$ cat config.mk
export PLATFORM = sky130hd
export DESIGN_NAME = pic8_core
export DESIGN_NICKNAME = d
export VERILOG_FILES = /design/src/rtl/pic8_pkg.sv /design/src/rtl/pic8_cfg.sv /design/src/rtl/pic8_irr.sv /design/src/rtl/pic8_resolve.sv /design/src/rtl/pic8_core.sv
export SDC_FILE = /design/constraint.sdc
export NUM_CORES = 1
export LEC_CHECK = 0
export ABC_AREA = 0
export BUFFER_PORTS_ARGS = -buffer_cell sky130_fd_sc_hd__buf_2
export CAP_MARGIN = 20
export CORE_MARGIN = 2
export CORE_UTILIZATION = 34
export DETAILED_ROUTE_END_ITERATION = 16
export HOLD_SLACK_MARGIN = 0.05
export PLACE_DENSITY = 0.59
export SYNTH_ARGS = -nofsm -noshare
export SYNTH_HDL_FRONTEND = slang
export SYNTH_SLANG_ARGS = --single-unit
$ cat constraint.sdc
create_clock -name clk -period 2.3 [get_ports clk]
set_input_delay 0.23 -clock clk [delete_from_list [all_inputs] [get_ports clk]]
set_output_delay 0.23 -clock clk [all_outputs]
set_load 0.1 [all_outputs]
$ cat src/rtl/pic8_pkg.sv
package pic8_pkg;
  typedef enum logic [1:0] {
    ST_BASE = 2'd0,
    ST_CASC = 2'd1,
    ST_MODE = 2'd2,
    ST_RUN  = 2'd3
  } cfg_state_e;
endpackage

$ cat src/rtl/pic8_cfg.sv
module pic8_cfg #(
  parameter int NUM_IN = 8,
  localparam int IDX_W = $clog2(NUM_IN)
) (
  input  logic              clk,
  input  logic              rst_n,
  input  logic              wr_en,
  input  logic              addr,
  input  logic [NUM_IN-1:0] wdata,
  output logic              restart,
  output logic              cfg_run,
  output logic              level_mode,
  output logic              auto_eoi,
  output logic [NUM_IN-1:IDX_W] vec_base,
  output logic [NUM_IN-1:0] mask,
  output logic [NUM_IN-1:0] cascade,
  output logic              spec_mask,
  output logic              show_isr,
  output logic              eoi_top,
  output logic              eoi_sel,
  output logic [IDX_W-1:0]  eoi_idx
);
  import pic8_pkg::*;

  cfg_state_e st_q;
  logic single_q, need_mode_q;
  logic wr_lo, wr_hi, sel_cmd, ctl_cmd;

  always_comb begin
    wr_lo   = wr_en & ~addr;
    wr_hi   = wr_en & addr;
    restart = wr_lo & wdata[4];
    sel_cmd = wr_lo & ~wdata[4] & wdata[3];
    ctl_cmd = wr_lo & ~wdata[4] & ~wdata[3];
    eoi_top = ctl_cmd & (wdata[6:5] == 2'b01);
    eoi_sel = ctl_cmd & (wdata[6:5] == 2'b11);
    eoi_idx = wdata[IDX_W-1:0];
    cfg_run = (st_q == ST_RUN);
  end

  always_ff @(posedge clk or negedge rst_n) begin
    if (!rst_n) begin
      st_q        <= ST_RUN;
      single_q    <= 1'b1;
      need_mode_q <= 1'b0;
      level_mode  <= 1'b0;
      auto_eoi    <= 1'b0;
      vec_base    <= '0;
      mask        <= '0;
      cascade     <= '0;
      spec_mask   <= 1'b0;
      show_isr    <= 1'b0;
    end else if (restart) begin
      level_mode  <= wdata[3];
      single_q    <= wdata[1];
      need_mode_q <= wdata[0];
      auto_eoi    <= 1'b0;
      mask        <= '0;
      spec_mask   <= 1'b0;
      show_isr    <= 1'b0;
      st_q        <= ST_BASE;
    end else if (wr_hi) begin
      unique case (st_q)
        ST_BASE: begin
          vec_base <= wdata[NUM_IN-1:IDX_W];
          if (!single_q)       st_q <= ST_CASC;
          else if (need_mode_q) st_q <= ST_MODE;
          else                 st_q <= ST_RUN;
        end
        ST_CASC: begin
          cascade <= wdata;
          st_q    <= need_mode_q ? ST_MODE : ST_RUN;
        end
        ST_MODE: begin
          auto_eoi <= wdata[1];
          st_q     <= ST_RUN;
        end
        default: mask <= wdata;
      endcase
    end else if (sel_cmd) begin
      if (wdata[6]) spec_mask <= wdata[5];
      if (wdata[1]) show_isr  <= wdata[0];
    end
  end
endmodule

$ cat src/rtl/pic8_irr.sv
module pic8_irr #(
  parameter int NUM_IN = 8,
  localparam int IDX_W = $clog2(NUM_IN)
) (
  input  logic              clk,
  input  logic              rst_n,
  input  logic              clr_all,
  input  logic              level_mode,
  input  logic [NUM_IN-1:0] irq_in,
  input  logic              take,
  input  logic [IDX_W-1:0]  take_idx,
  output logic [NUM_IN-1:0] irr
);
  for (genvar i = 0; i < NUM_IN; i++) begin : g_line
    logic prev_q;
    always_ff @(posedge clk or negedge rst_n) begin
      if (!rst_n) begin
        prev_q <= 1'b0;
        irr[i] <= 1'b0;
      end else begin
        prev_q <= irq_in[i];
        if (clr_all)
          irr[i] <= 1'b0;
        else if (take && (take_idx == IDX_W'(i)))
          irr[i] <= 1'b0;
        else if (level_mode)
          irr[i] <= irq_in[i];
        else if (irq_in[i] && !prev_q)
          irr[i] <= 1'b1;
      end
    end
  end
endmodule

$ cat src/rtl/pic8_resolve.sv
module pic8_resolve #(
  parameter int NUM_IN = 8,
  localparam int IDX_W = $clog2(NUM_IN)
) (
  input  logic              clk,
  input  logic              rst_n,
  input  logic              clr_all,
  input  logic [NUM_IN-1:0] irr,
  input  logic [NUM_IN-1:0] mask,
  input  logic              spec_mask,
  input  logic              auto_eoi,
  input  logic              vec_ready,
  input  logic              eoi_top,
  input  logic              eoi_sel,
  input  logic [IDX_W-1:0]  eoi_idx,
  output logic [NUM_IN-1:0] isr,
  output logic              offer,
  output logic              take,
  output logic [IDX_W-1:0]  win_idx
);
  logic [NUM_IN-1:0] pend, svc;
  logic              win_hit, svc_hit, top_hit;
  logic [IDX_W-1:0]  svc_idx, top_idx;
  logic [NUM_IN-1:0] clr_vec, set_vec;

  always_comb begin
    pend    = irr & ~mask;
    svc     = spec_mask ? (isr & ~mask) : isr;
    win_hit = 1'b0; win_idx = '0;
    svc_hit = 1'b0; svc_idx = '0;
    top_hit = 1'b0; top_idx = '0;
    for (int i = NUM_IN - 1; i >= 0; i--) begin
      if (pend[i]) begin win_hit = 1'b1; win_idx = IDX_W'(i); end
      if (svc[i])  begin svc_hit = 1'b1; svc_idx = IDX_W'(i); end
      if (isr[i])  begin top_hit = 1'b1; top_idx = IDX_W'(i); end
    end
    offer   = win_hit && (!svc_hit || (win_idx < svc_idx));
    take    = offer && vec_ready;
    clr_vec = '0;
    if (eoi_top && top_hit) clr_vec = clr_vec | (NUM_IN'(1) << top_idx);
    if (eoi_sel)            clr_vec = clr_vec | (NUM_IN'(1) << eoi_idx);
    set_vec = (take && !auto_eoi) ? (NUM_IN'(1) << win_idx) : '0;
  end

  always_ff @(posedge clk or negedge rst_n) begin
    if (!rst_n)       isr <= '0;
    else if (clr_all) isr <= '0;
    else              isr <= (isr & ~clr_vec) | set_vec;
  end
endmodule

$ cat src/rtl/pic8_core.sv
module pic8_core #(
  parameter int NUM_IN = 8
) (
  input  logic              clk,
  input  logic              rst_n,
  input  logic              wr_en,
  input  logic              addr,
  input  logic [NUM_IN-1:0] wdata,
  output logic [NUM_IN-1:0] rdata,
  input  logic [NUM_IN-1:0] irq_in,
  output logic              vec_valid,
  input  logic              vec_ready,
  output logic [NUM_IN-1:0] vec_data,
  output logic [NUM_IN-1:0] cascade_word
);
  localparam int IDX_W = $clog2(NUM_IN);

  logic restart, cfg_run, level_mode, auto_eoi, spec_mask, show_isr;
  logic eoi_top, eoi_sel, take;
  logic [IDX_W-1:0]  eoi_idx, win_idx;
  logic [NUM_IN-1:IDX_W] vec_base;
  logic [NUM_IN-1:0] mask_q, irr_q, isr_q;

  pic8_cfg #(.NUM_IN(NUM_IN)) u_cfg (
    .clk(clk), .rst_n(rst_n), .wr_en(wr_en), .addr(addr), .wdata(wdata),
    .restart(restart), .cfg_run(cfg_run), .level_mode(level_mode),
    .auto_eoi(auto_eoi), .vec_base(vec_base), .mask(mask_q),
    .cascade(cascade_word), .spec_mask(spec_mask), .show_isr(show_isr),
    .eoi_top(eoi_top), .eoi_sel(eoi_sel), .eoi_idx(eoi_idx)
  );

  pic8_irr #(.NUM_IN(NUM_IN)) u_irr (
    .clk(clk), .rst_n(rst_n), .clr_all(restart), .level_mode(level_mode),
    .irq_in(irq_in), .take(take), .take_idx(win_idx), .irr(irr_q)
  );

  pic8_resolve #(.NUM_IN(NUM_IN)) u_res (
    .clk(clk), .rst_n(rst_n), .clr_all(restart), .irr(irr_q), .mask(mask_q),
    .spec_mask(spec_mask), .auto_eoi(auto_eoi), .vec_ready(vec_ready),
    .eoi_top(eoi_top), .eoi_sel(eoi_sel), .eoi_idx(eoi_idx),
    .isr(isr_q), .offer(vec_valid), .take(take), .win_idx(win_idx)
  );

  always_comb begin
    vec_data = {vec_base, win_idx};
    if (addr)          rdata = mask_q;
    else if (show_isr) rdata = isr_q;
    else               rdata = irr_q;
  end
endmodule

==> results.txt, run 1 <==
The flow ran to the end, but the final reports show violations. The checks that failed: setup timing. The max-slew violation count was 0; the growth of design area from synthesis to finish was 40.8%.

The worst register-to-register path ends at u_irr.irr[4]. Proportion of register bits with asynchronous set or reset after synthesis: 100%. Including well taps, the total number of placed cells is 497. Counting cells, the worst reg-to-reg path comes to 10.

Across all layers, the routed design uses 2746 vias. The worst slew margin relative to its limit was 54.6%. Entering global routing, the biggest net connects 54 pins.

The library cells used most frequently in the layout, excluding fill and tap cells, are sky130_fd_sc_hd__buf_4, sky130_fd_sc_hd__dfrtp_1, sky130_fd_sc_hd__buf_2, sky130_fd_sc_hd__nand2_1, sky130_fd_sc_hd__inv_1. Dividing the synthesized area by the synthesized cell count gives 10.1 um2. The logs give -0.453 ns for the final worst-path setup slack and 17 for the number of setup violations in the final report. When the netlist entered floorplanning its net count stood at 327. The tools report the utilization after layout as 49.3%. The min-delay analysis places its worst path in the category primary input to async pin. After the first detailed-routing iteration, the DRC count stood at 163. For the data required time at the worst endpoint, the log shows 2.07 ns.

Dividing the detail-routed via count by the number of cells gives 5.31. STA puts the critical path data arrival time at 2.52 ns. In the finished design, the share of the clock period the worst path needs comes to 120%. The width of the die was 98.6 um; the final-layout fill cell count was 821.

Prior to clock tree synthesis, the placed netlist has a worst setup slack of -0.344 ns. For this run the aggregate overflow at the end of global routing stands at 0. The wire-length estimate of the detail-placed layout is 6730 um. The clock root buffer master was sky130_fd_sc_hd__clkbuf_8. After routing the design area is 0.00428 mm2. For this run, the number of Yosys warnings is 0.

Timing would allow up to 363 MHz. Setup repair after global routing could not meet its margin everywhere. Cells with a size suffix above 1 make up 43.8% of the layout. The number of library cell types mapped by synthesis is 58, and the number of antenna repair diodes is 0. The tools report the final number of hold-violating endpoints as 0.

The nature of the critical path startpoint is a register. Buffers placed on the I/O ports in this run total 45. The clock passes through at most 2 buffers. For flop-to-flop paths, the worst setup slack is -0.32 ns.

The tool flagged a number of max-cap violations equal to 0. For the worst-skew pair, the clock arrives at the later sink with an insertion delay of 0.30 ns. Across every metal layer, demand over resource in global routing totals 18.9%. The largest fanout on the critical path is 6, and the count of placed standard cells in the final layout, fillers left out is 517. The via count of the first global-routing pass was 2804.

Most used flip-flop cell after synthesis: sky130_fd_sc_hd__dfrtp_1. Remaining antenna violation count: 0. The initial antenna violation count was 0; the routed wirelength normalized by instance count was 17.7 um.

After floorplanning, the core was sized to cover 0.00868 mm2. The first-pass GRT wire length is 14600 um. TritonCTS built the clock tree. The die span in y came out at 98.6 um. The pre-antenna-repair detailed-routing pass consisted of 4 iterations. The final critical path time including I/O delays and setup was 2.75 ns; the wire length reported by the detailed router was 9150 um. The H-tree was split into 2 levels.

At the pin with the least slew margin, the transition time is 0.681 ns. The clock-pin slew of the registers on the worst-case setup and hold paths is 0.09 ns. The clock net in this run drives a total of 53 sinks. After detailed routing, the number of remaining DRC violations is 0. The initialized floorplan defines 34 standard-cell rows.

For the effective utilization at floorplan, the log shows 35.0%. The number of buffers created by CTS was 5. The critical path in this run is classified as register to primary output. The tools report the source of the worst register-to-register timing path as u_cfg.spec_mask. The tools report the launching element of the worst setup path as u_cfg.spec_mask. The synthesized netlist occupies a cell area of 0.00304 mm2. The clock arrives with 0.00549 ns of skew. The critical path endpoint category was a primary output. The total of flip-flops plus latches after synthesis works out to 53.

Counting every instance in the synthesized netlist gives 300. The floorplan step defined a die boundary enclosing 0.00972 mm2. The top-level I/O count is 46, and the register area share after synthesis is 43.7%. The run gives 0.901 as the global placer's final weighted congestion. Leaving out fill and tap cells, the most frequent cell in the layout is sky130_fd_sc_hd__buf_4. At the end of the flow, the number of nets in the layout was 435. Summing all placed instances gives a cell area of 0.00389 mm2. The number of flops mapped to enable cells by yosys is 0.
==> final cells by class <==
cell class | count | area (um2) | share of cell area [%]
inverters | 20 | 75.1 | 1.75
clock buffers | 6 | 82.6 | 1.93
flip-flops and latches | 53 | 1340 | 31.2
repair buffers | 114 | 826 | 19.3
well taps | 108 | 135 | 3.16
multi-input cells | 214 | 1790 | 41.8
clock inverters | 2 | 37.5 | 0.877
==> registers in the layout, indices dropped and copies added (netlist names) <==
signal,cells
u_cfg.auto_eoi,1
u_cfg.cascade,8
u_cfg.level_mode,1
u_cfg.mask,8
u_cfg.need_mode_q,1
u_cfg.show_isr,1
u_cfg.single_q,1
u_cfg.spec_mask,1
u_cfg.st_q,2
u_cfg.vec_base,5
u_irr.g_line.prev_q,8
u_irr.irr,8
u_res.isr,8
==> logic make-up (layout without fill, tap and decap cells) <==
| logic type | Yosys count | in the layout | share of synthesized area (%) |
|---|---|---|---|
| flops | 53 | 53 | 43.7 |
| fa+ha+maj | 6 | 6 | 2.47 |
| buf+inv | 33 | 142 | 4.36 |
| mux | 22 | 22 | 7.69 |
| compound gates | 96 | 96 | 25.8 |
| simple gates | 90 | 90 | 16.0 |
==> what timing repair did <==
action / CTS / global route
resized for setup: 20 / 15
setup endpoints to repair: 18 / 18
endpoints found under the hold margin: 8 / 0
setup buffers: 3 / 1
pin swaps: 7 / 5
gates cloned: 0 / 0
hold buffers: 8 / 0
==> how the worst max path moves through the flow <==
stage               slack, ns  cells after the start           end
detailed placement      -0.34                      9  u_irr.irr[0]
floorplan               -1.05                      8     vec_valid
CTS                     -0.43                      9     vec_valid
finish                  -0.45                      9     vec_valid
global route            -0.53                      8     vec_valid
global placement        -0.26                     10  u_irr.irr[0]
==> critical path, stage by stage, from the launching register on <==
cell and delay, ns:
sky130_fd_sc_hd__dfrtp_2 0.47, sky130_fd_sc_hd__buf_4 0.17, sky130_fd_sc_hd__a21boi_4 0.20, sky130_fd_sc_hd__nor4_4 0.05
sky130_fd_sc_hd__or2b_1 0.26, sky130_fd_sc_hd__ha_4 0.24, sky130_fd_sc_hd__a211oi_4 0.26, sky130_fd_sc_hd__o211ai_1 0.18
sky130_fd_sc_hd__a21oi_4 0.19, sky130_fd_sc_hd__buf_12 0.19
==> synthesized netlist by cell type, types with 3 or more instances <==
master	number	share of area (%)
sky130_fd_sc_hd__a22o_1	8	2.3
sky130_fd_sc_hd__nor2b_1	5	1.0
sky130_fd_sc_hd__nand3_1	8	1.3
sky130_fd_sc_hd__o311ai_0	6	1.7
sky130_fd_sc_hd__o22ai_1	3	0.62
sky130_fd_sc_hd__nand2b_1	13	2.7
sky130_fd_sc_hd__a21oi_1	7	1.2
sky130_fd_sc_hd__mux2_2	11	4.1
sky130_fd_sc_hd__o2111ai_1	3	0.86
sky130_fd_sc_hd__inv_1	20	2.5
sky130_fd_sc_hd__a31oi_1	3	0.62
sky130_fd_sc_hd__dfstp_2	3	2.6
sky130_fd_sc_hd__a221oi_2	4	2.0
sky130_fd_sc_hd__nand2_1	27	3.3
sky130_fd_sc_hd__o21ai_0	27	4.4
sky130_fd_sc_hd__mux2i_1	11	3.6
sky130_fd_sc_hd__ha_1	6	2.5
sky130_fd_sc_hd__dfrtp_1	50	41
sky130_fd_sc_hd__and2_1	4	0.82
sky130_fd_sc_hd__clkbuf_1	10	1.2
sky130_fd_sc_hd__nor2_1	16	2.0
sky130_fd_sc_hd__a31o_1	4	1.2
sky130_fd_sc_hd__nor3_1	3	0.49
sky130_fd_sc_hd__a21boi_2	5	1.9
sky130_fd_sc_hd__a221oi_1	3	0.86
==> per-stage QoR <==
step | hold WS, ns | setup TNS, ns
after floorplan | -0.0656 | -14.00
after global placement | 0.349 | -3.23
after detailed placement | 0.349 | -4.30
after CTS | 0.0671 | -2.79
after global routing | 0.0980 | -4.84
final | 0.0458 | -3.24
==> routing by layer <==
layer,up-vias,share of wire [%],track usage [%]
li1,1322,-,-
met1,1344,44,25.1
met2,70,50,32.6
met3,10,4.2,2.41
met4,0,1.9,4.85
met5,-,0,0
Power of run 1 is left out: the tool's default activity adds up to more than one toggle a clock period on the data nets, which glitch-free logic cannot reach.
==> run 2: changes to the inputs <==
- CORE_ASPECT_RATIO: unset -> 1.75
- PLACE_DENSITY: 0.59 -> 0.56
==> results.txt, run 2 (synthesized netlist as in run 1, its figures left out) <==
Initial antenna violation count: 0. For the final number of hold-violating endpoints, the log shows 0. The logs give 45 for the count of standard-cell rows and 0.00407 ns for the clock skew.

The count of maximum capacitance violations was 0. The final layout net count is 433, and the insertion delay to the later sink of the worst-skew pair is 0.29 ns. The growth of design area from synthesis to finish is 40.9%. The number of placed cells counting well taps came out at 504.

The wire length reported by the detailed router is 9730 um, and the width of the die is 75.5 um. After detailed routing, the number of remaining DRC violations is 0. The iteration count of the initial detailed-routing pass was 4. The proportion of layout cells with a drive suffix above 1 was 43.7%. The worst slew margin relative to its limit is 56.4%. Summed over all nets, the half-perimeter wirelength after detailed placement is 7520 um.

Setup repair after global routing could not meet its margin everywhere. The tools report the nature of the critical path startpoint as a register. The clock-pin slew of the registers on the worst-case setup and hold paths is 0.07 ns, and the remaining antenna violation count is 0.

The routed wirelength normalized by instance count was 18.6 um; the final-layout fill cell count was 831. The run finished, with violations left. Summed over all layers, the global routing overflow is 0.

The multi-input combinational cells in the finished layout cover a total of 0.00178 mm2. The largest buffer count on any clock path is 2, and the clock sink total is 53. STA classifies the critical path endpoint as a primary output. For this block, the initial DRC count from the detailed router was 116. For this configuration, the core starts out at a cell density of 35.1%. The run gives 2.47 ns as the critical path arrival. Routability-driven placement finished with a final weighted congestion of 0.893. Entering global routing, the biggest net connects 29 pins.

The tools report the overall global routing resource usage as 21.9%. The port buffer count was 45; the utilization after layout was 49.4%. The largest fanout on the critical path came out at 6.

The cell sitting at the root of the clock tree is a sky130_fd_sc_hd__clkbuf_16. The most common library cell in the layout ignoring fill and taps was sky130_fd_sc_hd__buf_4. In the routed layout, each cell is associated on average with a via count of 5.25.

In the finished design, the share of the clock period the worst path needs comes to 118%. The first global-routing pass estimated 15600 um of wire. Measured slew at the worst slew-check pin: 0.653 ns.

The run gives 0.00975 mm2 as the die outline area. The worst setup path category was register to primary output. Setup violations remaining at the end of the flow were counted as 17. The die is 129 um tall.

The placed instances occupy a cell area of 0.00388 mm2. The final reports fail on setup timing. TritonCTS built the clock tree. The maximum operating frequency is 370 MHz, and the via count of the first global-routing pass is 2808. The top-level I/O count is 46, and the area of the placeable core is 0.00867 mm2. The min-delay analysis places its worst path in the category primary input to register. The final critical path time including I/O delays and setup works out to 2.70 ns.

In the layout the commonest cells are sky130_fd_sc_hd__buf_4, sky130_fd_sc_hd__dfrtp_1, sky130_fd_sc_hd__buf_2, sky130_fd_sc_hd__nand2_1, sky130_fd_sc_hd__inv_1. The count of placed standard cells in the final layout, fillers left out is 524. Hold timing on the final database bottoms out at a slack of 0.0548 ns.

The number of buffers created by CTS was 5. The logs give 0 for the max-slew violation count and 0.00429 mm2 for the final cell area excluding filler cells. Final worst-path setup slack: -0.403 ns. The number of H-tree levels was 2; the total number of vias was 2753. The number of antenna repair diodes was 0. Across the whole layout, storage elements account for 0.00134 mm2. The data required time at the worst endpoint came out at 2.07 ns.
## run 2: cell types whose count changed in the layout (fill, tap and decap cells not counted), moves of 2 or more
cell,delta
sky130_fd_sc_hd__a21boi_2,-2
sky130_fd_sc_hd__buf_6,+2
sky130_fd_sc_hd__clkbuf_16,+5
sky130_fd_sc_hd__clkbuf_8,-6
sky130_fd_sc_hd__clkinv_2,+2
sky130_fd_sc_hd__dlygate4sd3_1,-4
## run 2: metrics by stage
step / TNS, ns / setup WS [ns]
2_1_floorplan: -14.00 / -1.05
3_3_place_gp: -3.86 / -0.295
3_5_place_dp: -5.06 / -0.395
4_1_cts: -3.65 / -0.441
5_1_grt: -5.55 / -0.512
6_report: -4.16 / -0.403
## run 2: timing repair
| action | CTS | global route |
|---|---|---|
| buffers inserted | 6 | 2 |
| hold buffers | 4 | 0 |
| gates resized for setup | 27 | 7 |
| pin swaps | 17 | 7 |
| setup endpoints to repair | 17 | 19 |
| hold endpoints to repair | 26 | 0 |
## run 2: metal layers
metal	wire [um]	track usage [%]	vias up
met4	571	12.9	0
met3	214	2.26	25
li1	-	-	1326
met2	5230	37.4	61
met5	0	0	-
met1	3710	25.6	1341
## run 2: cell type report
type	count	share of cell area (%)
Multi-Input combinational cell	214	41.5
Sequential cell	53	31.2
Inverter	20	1.75
Tap cell	117	3.42
Clock buffer	6	3.01
Timing Repair Buffer	112	18.9
Clock inverter	2	0.234
## run 2: path summary, 6_finish.rpt
kind / slack (ns) / depth (start not counted) / to / start
max reg2reg: -0.32 / 9 / u_irr.irr[6] / u_cfg.spec_mask
min reg2reg: 0.49 / 2 / u_cfg.cascade[2] / u_cfg.cascade[2]
max in group asynchronous: 1.14 / 3 / u_cfg.spec_mask / rst_n
max: -0.40 / 9 / vec_valid / u_cfg.spec_mask
min: 0.05 / 1 / u_irr.g_line[7].prev_q / irq_in[7]
min in group asynchronous: 0.50 / 2 / u_irr.g_line[3].prev_q / rst_n
## run 2: critical path: stages (launching register included)
cell,delay (ns)
sky130_fd_sc_hd__dfrtp_2,0.46
sky130_fd_sc_hd__buf_6,0.14
sky130_fd_sc_hd__a21boi_4,0.20
sky130_fd_sc_hd__nor2_1,0.07
sky130_fd_sc_hd__a211o_1,0.33
sky130_fd_sc_hd__ha_4,0.18
sky130_fd_sc_hd__a211oi_4,0.26
sky130_fd_sc_hd__o211ai_1,0.17
sky130_fd_sc_hd__a21oi_4,0.18
sky130_fd_sc_hd__buf_12,0.19
Power of run 2 is left out for the same reason.
